## src/rtl/sdr_guard_pkg.sv

```systemverilog
package sdr_guard_pkg;

  // Per-bank state; the numeric values are visible on the bank_state port.
  typedef enum logic [2:0] {
    BK_IDLE    = 3'd0,
    BK_OPENING = 3'd1,
    BK_OPEN    = 3'd2,
    BK_RD      = 3'd3,
    BK_WR      = 3'd4,
    BK_RD_AP   = 3'd5,
    BK_WR_AP   = 3'd6,
    BK_CLOSING = 3'd7
  } bank_st_e;

  // Command code equals {ras_n, cas_n, we_n}.
  typedef enum logic [2:0] {
    OP_LMR = 3'd0,
    OP_REF = 3'd1,
    OP_PRE = 3'd2,
    OP_ACT = 3'd3,
    OP_WR  = 3'd4,
    OP_RD  = 3'd5,
    OP_BST = 3'd6,
    OP_NOP = 3'd7
  } op_e;

  typedef enum logic [2:0] {
    EC_NONE     = 3'd0,
    EC_ACT_BUSY = 3'd1,
    EC_NO_ROW   = 3'd2,
    EC_PRE_BUSY = 3'd3,
    EC_NOT_IDLE = 3'd4,
    EC_BST_BANK = 3'd5
  } err_e;

  // Action applied to one bank tracker at the next edge.
  typedef enum logic [2:0] {
    BA_NONE,
    BA_OPEN,
    BA_RD,
    BA_WR,
    BA_RD_AP,
    BA_WR_AP,
    BA_CLOSE,
    BA_STOP
  } bank_act_e;

endpackage

```

## src/rtl/sdr_op_decode.sv

```systemverilog
module sdr_op_decode
  import sdr_guard_pkg::*;
(
  input  logic cke,
  input  logic cke_d1,
  input  logic cs_n,
  input  logic ras_n,
  input  logic cas_n,
  input  logic we_n,
  output op_e  op,
  output logic eval,
  output logic sr_entry
);

  always_comb begin
    op       = op_e'({ras_n, cas_n, we_n});
    eval     = cke_d1 & cke & ~cs_n;
    sr_entry = cke_d1 & ~cke & ~cs_n & (op == OP_REF);
  end

endmodule

```

## src/rtl/sdr_rule_check.sv

```systemverilog
module sdr_rule_check
  import sdr_guard_pkg::*;
#(
  parameter int BA_W = 2,
  localparam int NB  = 1 << BA_W
) (
  input  logic                 clk,
  input  logic                 rst,
  input  logic                 eval,
  input  logic                 sr_entry,
  input  op_e                  op,
  input  logic [BA_W-1:0]      ba,
  input  logic                 a10,
  input  bank_st_e [NB-1:0]    st,
  output bank_act_e [NB-1:0]   act,
  output err_e                 code
);

  logic     all_idle;
  logic     any_locked;
  bank_st_e tgt;

  always_comb begin
    all_idle   = 1'b1;
    any_locked = 1'b0;
    for (int i = 0; i < NB; i++) begin
      if (st[i] != BK_IDLE) all_idle = 1'b0;
      if (st[i] == BK_OPENING || st[i] == BK_RD_AP || st[i] == BK_WR_AP)
        any_locked = 1'b1;
    end
  end

  assign tgt = st[ba];

  always_comb begin
    code = EC_NONE;
    for (int i = 0; i < NB; i++) act[i] = BA_NONE;
    if (sr_entry) begin
      if (!all_idle) code = EC_NOT_IDLE;
    end else if (eval) begin
      unique case (op)
        OP_ACT: begin
          if (tgt == BK_IDLE) act[ba] = BA_OPEN;
          else                code    = EC_ACT_BUSY;
        end
        OP_RD, OP_WR: begin
          if (tgt == BK_OPEN || tgt == BK_RD || tgt == BK_WR) begin
            if (op == OP_RD) act[ba] = a10 ? BA_RD_AP : BA_RD;
            else             act[ba] = a10 ? BA_WR_AP : BA_WR;
          end else begin
            code = EC_NO_ROW;
          end
        end
        OP_PRE: begin
          if (a10) begin
            if (any_locked) code = EC_PRE_BUSY;
            else for (int i = 0; i < NB; i++) act[i] = BA_CLOSE;
          end else if (tgt == BK_OPENING || tgt == BK_RD_AP || tgt == BK_WR_AP) begin
            code = EC_PRE_BUSY;
          end else begin
            act[ba] = BA_CLOSE;
          end
        end
        OP_REF, OP_LMR: begin
          if (!all_idle) code = EC_NOT_IDLE;
        end
        OP_BST: begin
          if (tgt == BK_RD || tgt == BK_WR) act[ba] = BA_STOP;
          else                              code    = EC_BST_BANK;
        end
        default: ;
      endcase
    end
  end

  logic [NB-1:0] act_mask;
  always_comb
    for (int i = 0; i < NB; i++) act_mask[i] = (act[i] != BA_NONE);

  AST_SINGLE_TARGET: assert property (@(posedge clk) disable iff (rst)
    !(op == OP_PRE && a10) |-> $countones(act_mask) <= 1);

  AST_ILLEGAL_INERT: assert property (@(posedge clk) disable iff (rst)
    (code != EC_NONE) |-> (act_mask == '0));

endmodule

```

## src/rtl/sdr_bank_track.sv

```systemverilog
module sdr_bank_track
  import sdr_guard_pkg::*;
#(
  parameter int T_RCD     = 3,
  parameter int T_RP      = 3,
  parameter int BURST_LEN = 4,
  localparam int AP_SPAN  = BURST_LEN + T_RP,
  localparam int CW       = $clog2(AP_SPAN + 1)
) (
  input  logic      clk,
  input  logic      rst,
  input  bank_act_e act,
  output bank_st_e  st
);

  localparam logic [CW-1:0] LD_RCD = CW'(T_RCD - 1);
  localparam logic [CW-1:0] LD_RP  = CW'(T_RP - 1);
  localparam logic [CW-1:0] LD_BL  = CW'(BURST_LEN - 1);
  localparam logic [CW-1:0] LD_AP  = CW'(AP_SPAN - 1);

  logic [CW-1:0] cnt;
  logic          timed;
  bank_st_e      expire_to;

  always_comb begin
    timed     = 1'b1;
    expire_to = BK_IDLE;
    unique case (st)
      BK_OPENING, BK_RD, BK_WR: expire_to = BK_OPEN;
      BK_RD_AP, BK_WR_AP, BK_CLOSING: expire_to = BK_IDLE;
      default: timed = 1'b0;
    endcase
  end

  always_ff @(posedge clk) begin
    if (rst) begin
      st  <= BK_IDLE;
      cnt <= '0;
    end else begin
      unique case (act)
        BA_OPEN:  begin st <= BK_OPENING; cnt <= LD_RCD; end
        BA_RD:    begin st <= BK_RD;      cnt <= LD_BL;  end
        BA_WR:    begin st <= BK_WR;      cnt <= LD_BL;  end
        BA_RD_AP: begin st <= BK_RD_AP;   cnt <= LD_AP;  end
        BA_WR_AP: begin st <= BK_WR_AP;   cnt <= LD_AP;  end
        BA_CLOSE: begin st <= BK_CLOSING; cnt <= LD_RP;  end
        BA_STOP:  begin st <= BK_OPEN;    cnt <= '0;     end
        default: begin
          if (timed) begin
            if (cnt == '0) st  <= expire_to;
            else           cnt <= cnt - 1'b1;
          end
        end
      endcase
    end
  end

  logic pv;
  always_ff @(posedge clk) begin
    if (rst) pv <= 1'b0;
    else     pv <= 1'b1;
  end

  AST_IDLE_ENTRY: assert property (@(posedge clk) disable iff (rst)
    (pv && st == BK_IDLE && $past(st) != BK_IDLE) |->
      ($past(st) == BK_CLOSING || $past(st) == BK_RD_AP || $past(st) == BK_WR_AP));

  AST_OPEN_ENTRY: assert property (@(posedge clk) disable iff (rst)
    (pv && st == BK_OPEN && $past(st) != BK_OPEN) |->
      ($past(st) == BK_OPENING || $past(st) == BK_RD || $past(st) == BK_WR));

endmodule

```

## src/rtl/sdr_cmd_guard.sv

```systemverilog
module sdr_cmd_guard
  import sdr_guard_pkg::*;
#(
  parameter int BA_W      = 2,
  parameter int T_RCD     = 3,
  parameter int T_RP      = 3,
  parameter int BURST_LEN = 4,
  localparam int NB       = 1 << BA_W
) (
  input  logic              clk,
  input  logic              rst,
  input  logic              cke,
  input  logic              cs_n,
  input  logic              ras_n,
  input  logic              cas_n,
  input  logic              we_n,
  input  logic [BA_W-1:0]   ba,
  input  logic              a10,
  output logic [3*NB-1:0]   bank_state,
  output logic              viol,
  output logic [2:0]        viol_code
);

  logic                cke_d1;
  op_e                 op;
  logic                eval;
  logic                sr_entry;
  bank_st_e [NB-1:0]   st;
  bank_act_e [NB-1:0]  act;
  err_e                code;
  err_e                code_q;

  always_ff @(posedge clk) begin
    if (rst) cke_d1 <= 1'b0;
    else     cke_d1 <= cke;
  end

  sdr_op_decode u_dec (
    .cke      (cke),
    .cke_d1   (cke_d1),
    .cs_n     (cs_n),
    .ras_n    (ras_n),
    .cas_n    (cas_n),
    .we_n     (we_n),
    .op       (op),
    .eval     (eval),
    .sr_entry (sr_entry)
  );

  sdr_rule_check #(.BA_W(BA_W)) u_rules (
    .clk      (clk),
    .rst      (rst),
    .eval     (eval),
    .sr_entry (sr_entry),
    .op       (op),
    .ba       (ba),
    .a10      (a10),
    .st       (st),
    .act      (act),
    .code     (code)
  );

  for (genvar g = 0; g < NB; g++) begin : g_bank
    sdr_bank_track #(
      .T_RCD     (T_RCD),
      .T_RP      (T_RP),
      .BURST_LEN (BURST_LEN)
    ) u_trk (
      .clk (clk),
      .rst (rst),
      .act (act[g]),
      .st  (st[g])
    );
    assign bank_state[3*g +: 3] = st[g];
  end

  always_ff @(posedge clk) begin
    if (rst) begin
      viol   <= 1'b0;
      code_q <= EC_NONE;
    end else begin
      viol   <= (code != EC_NONE);
      code_q <= code;
    end
  end

  assign viol_code = code_q;

  logic all_idle;
  always_comb begin
    all_idle = 1'b1;
    for (int i = 0; i < NB; i++) if (st[i] != BK_IDLE) all_idle = 1'b0;
  end

  logic pv;
  always_ff @(posedge clk) begin
    if (rst) pv <= 1'b0;
    else     pv <= 1'b1;
  end

  AST_CKE_GATE: assert property (@(posedge clk) disable iff (rst)
    (pv && viol) |-> $past(cke_d1));

  AST_NOP_QUIET: assert property (@(posedge clk) disable iff (rst)
    (eval && op == OP_NOP) |=> !viol);

  AST_ACT_BUSY: assert property (@(posedge clk) disable iff (rst)
    (eval && op == OP_ACT && st[ba] != BK_IDLE) |=> (viol && viol_code == 3'd1));

  AST_REF_IDLE: assert property (@(posedge clk) disable iff (rst)
    (eval && (op == OP_REF || op == OP_LMR) && !all_idle) |=>
      (viol && viol_code == 3'd4));

endmodule

```

## config.mk

```make
export PLATFORM = sky130hd
export DESIGN_NAME = sdr_cmd_guard
export DESIGN_NICKNAME = d
export VERILOG_FILES = /design/src/rtl/sdr_guard_pkg.sv /design/src/rtl/sdr_op_decode.sv /design/src/rtl/sdr_rule_check.sv /design/src/rtl/sdr_bank_track.sv /design/src/rtl/sdr_cmd_guard.sv
export SDC_FILE = /design/constraint.sdc
export NUM_CORES = 1
export LEC_CHECK = 0
export BUFFER_PORTS_ARGS = -buffer_cell sky130_fd_sc_hd__buf_4
export CAP_MARGIN = 10
export CORE_UTILIZATION = 40
export CTS_BUF_LIST = sky130_fd_sc_hd__clkbuf_16
export CTS_CLUSTER_DIAMETER = 60
export DETAILED_ROUTE_END_ITERATION = 7
export PLACE_DENSITY = 0.65
export RECOVER_POWER = 50
export SYNTH_ARGS = -nofsm -noshare
export SYNTH_HDL_FRONTEND = slang
export SYNTH_SLANG_ARGS = --single-unit
```

## constraint.sdc

```tcl
create_clock -name clk -period 2.3 [get_ports clk]
set_input_delay 0.23 -clock clk [delete_from_list [all_inputs] [get_ports clk]]
set_output_delay 0.23 -clock clk [all_outputs]
set_load 0.01 [all_outputs]
```

== Word-level counts from Yosys, hierarchy flattened ==
Index checks and enable logic that the tools add are counted.

* Input port bits: 10
* Flip-flop bits (word level): 29
* Output and inout port bits: 16
* Logic and storage cells: 227

* Equality and inequality tests: 68
* Bitwise operators: 9
* Order comparisons: 2
* Reductions and logical operators: 67
* Mux-type cells: 66
* $add $sub $neg: 4

{| class="wikitable"
|+ Operators by type and width
! operator !! number
|-
| 3-bit == test (second input constant) || 38
|-
| 12-bit two-way mux || 8
|-
| 3-bit one-hot mux with 7 select lines || 4
|-
| 3-bit two-way mux || 25
|-
| 8-bit nonzero test || 8
|-
| 3-bit by 2-bit == test with 1-bit output (second input constant) || 16
|-
| 12-bit one-hot mux with 4 select lines || 1
|-
| 3-bit one-hot mux with 4 select lines || 4
|-
| 3-bit by 1-bit == test with 1-bit output (second input constant) || 10
|-
| 2-bit OR reduction || 14
|-
| 12-bit bitwise AND || 2
|-
| 6-bit OR reduction || 4
|-
| 5-bit inequality test (second input constant) || 4
|-
| 5-bit nonzero test || 4
|-
| 3-bit logical NOT || 6
|-
| 2-bit AND reduction || 8
|-
| 3-bit one-hot mux with 5 select lines || 1
|-
| 3-bit nonzero test || 5
|-
| 2-bit two-way mux || 7
|-
| 1-bit logical OR || 13
|-
| 1-bit two-way mux || 13
|-
| 3-bit OR reduction || 4
|-
| 3-bit by 1-bit subtractor with 3-bit output (second input constant) || 4
|-
| 10-bit two-way mux || 1
|-
| 7 further kinds || 12
|}

== Longest topological paths before layout ==
* Depth in word-level cells: 16
* Mapped depth: 10
* Depth with buffers taken out: 9

== By module ==
Synthesis repeated with hierarchy kept, for this count alone.

* Cells, all modules: 326
* Area, all modules: 2623.8 um^2

{| class="wikitable"
|+ Modules (own cells, without submodules)
! module !! instances !! cells an instance !! area an instance (um^2) !! sequential area each (um^2)
|-
| sdr_bank_track || 4 || 58 || 469.2 || 120.1
|-
| sdr_rule_check || 1 || 77 || 554.3 || 0.0
|-
| sdr_cmd_guard || 1 || 11 || 138.9 || 100.1
|-
| sdr_op_decode || 1 || 6 || 53.8 || 0.0
|}

== Least setup slack after synthesis ==
Ideal clock, no wire load.

* Path type: reg-to-reg
* Start point: register g_bank[1].u_trk.st[2]
* End point: register g_bank[0].u_trk.cnt[1]
* Arrival: 2529 ps
* Setup time: 115 ps
* Setup slack: -343 ps
* Cell stages (with the launch flop): 10
* Path buffers: 1
* Data required time: 2185 ps
* Period minus slack after synthesis: 2643 ps
* Cell sequence: dfxtp_1 clkbuf_1 mux4_2 nor3b_2 o211ai_2 nand4_2 or2_1 a311o_1 and3_1 o21a_1

* Word-level cells in the longest chain between the ends: 15
* Elaborated cells on any way between the ends: 45
* Classes of those cells: 17 x eq/ne; 15 x mux; 13 x reduce/logical

{| class="wikitable"
|+ Ends and longest elaborated chain
! item !! line !! text
|-
| start, declared || sdr_bank_track.sv:13 || <nowiki>output bank_st_e st</nowiki>
|-
| start signal, assigned || sdr_bank_track.sv:50 || <nowiki>if (cnt == '0) st <= expire_to;</nowiki>
|-
| 3-bit by 1-bit == test with 1-bit output / 3-bit == test (equally long branches) || sdr_rule_check.sv:28 || <nowiki>if (st[i] == BK_OPENING || st[i] == BK_RD_AP || st[i] == BK_WR_AP)</nowiki>
|-
| 1-bit logical OR (2 in a row) || sdr_rule_check.sv:28 ||
|-
| 1-bit two-way mux (3 in a row) || sdr_rule_check.sv:28 ||
|-
| 12-bit two-way mux || sdr_rule_check.sv:56 || <nowiki>if (any_locked) code = EC_PRE_BUSY;</nowiki>
|-
| 12-bit two-way mux || sdr_rule_check.sv:55 || <nowiki>if (a10) begin</nowiki>
|-
| 12-bit one-hot mux with 4 select lines (*) || sdr_rule_check.sv:41 || <nowiki>unique case (op)</nowiki>
|-
| 12-bit two-way mux (*) || sdr_rule_check.sv:40 || <nowiki>end else if (eval) begin</nowiki>
|-
| 12-bit two-way mux (*) || sdr_rule_check.sv:38 || <nowiki>if (sr_entry) begin</nowiki>
|-
| 3-bit by 2-bit == test with 1-bit output (tied with other cells) || sdr_bank_track.sv:40 || <nowiki>unique case (act)</nowiki>
|-
| 2-bit OR reduction (no line) || n/a ||
|-
| 5-bit inequality test (no line) / 5-bit nonzero test (equally long branches) || n/a ||
|-
| 2-bit AND reduction (no line) || n/a ||
|-
| end signal, assigned || sdr_bank_track.sv:51 || <nowiki>else cnt <= cnt - 1'b1;</nowiki>
|-
| end, declared || sdr_bank_track.sv:21 || <nowiki>logic [CW-1:0] cnt;</nowiki>
|}

Every way passes the cells marked *; elsewhere a longest branch is shown, timed or not. The select of a mux whose other input is x is not followed.
A chain may end at the register's enable or synchronous reset.

== Final worst setup path ==
* Start point: register g_bank[0].u_trk.st[1]
* End point: register g_bank[0].u_trk.cnt[0]

* Word-level cells in the longest chain between the ends: 16
* Elaborated cells on any way between the ends: 51
* Classes of those cells: 20 x eq/ne; 17 x mux; 14 x reduce/logical

{| class="wikitable"
|+ Ends and longest elaborated chain
! item !! line
|-
| start, declared || sdr_bank_track.sv:13
|-
| start signal, assigned || sdr_bank_track.sv:50
|-
| 3-bit by 1-bit == test with 1-bit output / 3-bit == test (equally long branches) || sdr_rule_check.sv:28, sdr_bank_track.sv:28
|-
| 1-bit logical OR (2 in a row) || sdr_rule_check.sv:28
|-
| 1-bit two-way mux (4 in a row) || sdr_rule_check.sv:28
|-
| 12-bit two-way mux || sdr_rule_check.sv:56
|-
| 12-bit two-way mux || sdr_rule_check.sv:55
|-
| 12-bit one-hot mux with 4 select lines || sdr_rule_check.sv:41
|-
| 12-bit two-way mux || sdr_rule_check.sv:40
|-
| 12-bit two-way mux || sdr_rule_check.sv:38
|-
| 3-bit by 2-bit == test with 1-bit output (tied with other cells) || sdr_bank_track.sv:40
|-
| 2-bit OR reduction (no line) || n/a
|-
| 5-bit inequality test (no line) / 5-bit nonzero test (equally long branches) || n/a
|-
| 2-bit AND reduction (no line) || n/a
|}

Several ways; a longest one is shown, not always the timed one. The select of a mux whose other input is x is not followed.

==> impl_results.md <==
* CP Data Arrival Time at between 2 and 3 ns
* Share of the synthesized area in the top cell type at a little under a quarter
* Period utilization at 117%
* Max frequency at 373 MHz
* Layout cells sized above 1 at between 40% and 50%
* Seq/Total Area, Yosys at 22.7%
* Sw Pwr at between 0.3 and 0.4 mW
* Initial drt markers at a little over 300
* Origin of the critical flop-to-flop path: g_bank[0].u_trk.st[1]
* Post-route ant nets at 0
* # setup viols final at 25
* Post-synth top area cell: dfxtp_1
* Core area at roughly 6100 sq um
* Max Slew Vio Count at 0
* Unique cell type count in the Yosys netlist at 70
* Skew final at 0.00248 ns
* Clk pwr share at 45.6%
* Hold-fix buffers, CTS at 0
* Final #Nets at 467
* Largest cells by area after synthesis: dfxtp_1 23%, nor2_1 5.1%, nand2_1 4.5%
* Hold Startpoint: cke
* Power per cell area at between 300 and 400 nW/um^2
* Post-layout util at 66.9%
* Unrepaired setup endpoints after global routing: true
* Critical Path RT at between 2 and 3 ns
* R2R depth at 9
* Pin count of the biggest net entering global routing at 25
* Mapped cell area at between 2000 and 3000 sq um
* Failing checks: negative setup slack
* DRC viols at 0
* CTS tree: built
* Post-synth EDFFs at 0
* GRT Util Overall at 28.2%
* Final hold violations at 0
* #FFs+latches synth at 29
* Leakage at between 1.5 and 2 nW
* Core Rows at 28
* End of the worst hold path: cke_d1
* Mapped Cells at 331
* Clock Sinks at 29
* Die footprint at 6720 sq um
* Avg Inst Size Synth at slightly below 8 sq um
* Minimum clock period at between 2 and 3 ns
* DR WL/cell at 18.8 um
* Ys async rst share at 0%
* Initial Utilization at 42.2%
* Area growth syn-to-layout at 58.7%
* Die height at 82.0 um
* Die outline width at about 80 um
* Placement Setup Slack at -0.418 ns
* CTS buffer count at 5
* Clock Latency Late Sink at ~0.28 ns
* Sw frac at 27.0%
* Pre-antenna DRT Iters at 5
* Initial antenna violation count at 0
* CP Class: reg -> reg
* Yosys warnings at 0
* Combinational Power Share at 17.0%
* Clock buffer depth at 2
* Most common cell after layout, fill and taps aside: buf_4
* Worst Setup End Kind: register
* CP startpoint kind: register
* Io pins at 26
* Sequential power share at a little under two fifths
* Worst Max-Slew Pin Slew at ~0.62 ns
* Overflow after GRT at 0
* Reg2reg end: g_bank[0].u_trk.cnt[0]
* Worst setup slack after layout at -0.381 ns
* Routed vias at about 3.2k
* Vias in the first global route at approximately 2.8k
* Slew headroom at approximately 58%
* Net Count, Synth at between 300 and 400
* Post-synth top flop: dfxtp_1
* Crit path max fanout at 6
* Final wirelength at slightly below 10000 um
* First-pass GRT wire length at ~14000 um
* Register-to-register path setup slack at -0.38 ns
* Filler cells at 473
* Root buf cell: clkbuf_16
* Most frequent cells in the layout: 105 x buf_4, 29 x nand2_1, 28 x nor2_1
* IO buf count at 25
* ANT cells at 0
* Final GP Congestion at around 0.95
* Max-cap violations at 0
* Max rail drop VDD at 0.351 mV
* Tightest Hold Check Type: in -> reg
* Post-DP HPWL at 6400 um
* Worst Hold Depth at 2
* Via-to-Cell Ratio at 6.12
* Clock-pin slew on the worst setup and hold paths at approximately 0.050 ns
* Outcome: finished with violations
* H-tree depth at 2
* Internal power at about 1 mW
-- how the worst max path moves through the flow --
stage	from	end	cells after the start
global route	g_bank[2].u_trk.st[1]	g_bank[0].u_trk.cnt[0]	9
finish	g_bank[0].u_trk.st[1]	g_bank[0].u_trk.cnt[0]	9
global placement	ba[1]	g_bank[0].u_trk.cnt[1]	9
detailed placement	ba[1]	g_bank[1].u_trk.st[1]	11
floorplan	g_bank[0].u_trk.st[0]	g_bank[0].u_trk.cnt[1]	9
CTS	g_bank[0].u_trk.st[1]	g_bank[3].u_trk.st[1]	10
-- synthesized netlist by cell type, drive strengths merged (5+ instances only) --
master	n
nor2	36
nand2	31
dfxtp	29
o21ai	26
a21oi	17
nor3	17
inv	13
nand2b	12
nand3	11
nor2b	10
o211ai	9
buf	8
clkbuf	8
ha	8
a211oi	7
nor4	7
a31oi	5
o21a	5
o22ai	5
-- metrics by stage --
step / instance area, sq um / TNS, ns / instances / hold slack [ns] / total power [mW]
floorplan: 2670 / -4.13 / 331 / 0.358 / 0.622
global placement: 3410 / -6.21 / 491 / 0.476 / 0.706
detailed placement: 3410 / -7.18 / 491 / 0.489 / 0.708
CTS: 3760 / -5.41 / 510 / 0.207 / 1.33
global route: 4060 / -8.86 / 524 / 0.220 / 1.40
finish: 4060 / -7.48 / 524 / 0.213 / 1.36
-- sequential cells by signal, indices dropped and copies added (netlist names) --
signal / cells
g_bank.u_trk.st: 12
viol_code: 3
g_bank.u_trk.cnt: 12
viol: 1
cke_d1: 1
-- layout make-up --
cell class | count | area [sq um] | share of cell area (%)
Inverter | 13 | 48.8 | 1.20
Clock inverter | 2 | 7.51 | 0.185
Clock buffer | 5 | 125 | 3.08
Multi-Input combinational cell | 273 | 2190 | 54.0
Timing Repair Buffer | 127 | 998 | 24.6
Tap cell | 75 | 93.8 | 2.31
Sequential cell | 29 | 592 | 14.6
-- power by group through the flow --
stage / logic (mW) / clock network, mW / registers, mW
5_1_grt: 0.243 / 0.645 / 0.508
2_1_floorplan: 0.103 / 0 / 0.519
3_5_place_dp: 0.189 / 0 / 0.519
3_3_place_gp: 0.188 / 0 / 0.519
6_report: 0.230 / 0.619 / 0.508
4_1_cts: 0.202 / 0.622 / 0.508
-- worst max-delay path, cell delays in order (launching register included) --
cell and delay [ns]:
dfxtp_2 0.34, mux4_2 0.56, and3b_4 0.24, or4_4 0.58, nand4_4 0.16, or2_1 0.13
a311o_1 0.25, buf_4 0.15, nor2_2 0.04, nor3_2 0.14
-- kinds of logic (layout without fill, tap and decap cells) --
logic type      after synthesis  in the layout  synth area share, %
fa+ha+maj                     8              8                 3.91
compound gates              107            107                 31.0
xor+xnor                      3              3                 1.03
flops                        29             29                 22.7
simple gates                147            147                 31.5
buf+inv                      29            147                 5.14
mux                           8              8                 4.75
-- what timing repair did --
action / in CTS / in global routing
gates cloned: 0 / 0
endpoints found under the setup margin: 25 / 25
buffers inserted: 12 / 14
pin swaps: 25 / 28
gates resized for setup: 30 / 51
-- layer usage --
layer	GRT usage (%)	share of wire, %	vias up
met5	0	0	-
met4	10.5	3.7	0
met3	4.44	6.7	42
met2	44.8	47	152
met1	37.9	43	1535
li1	-	-	1479
(Power assumes the default switching activity.)
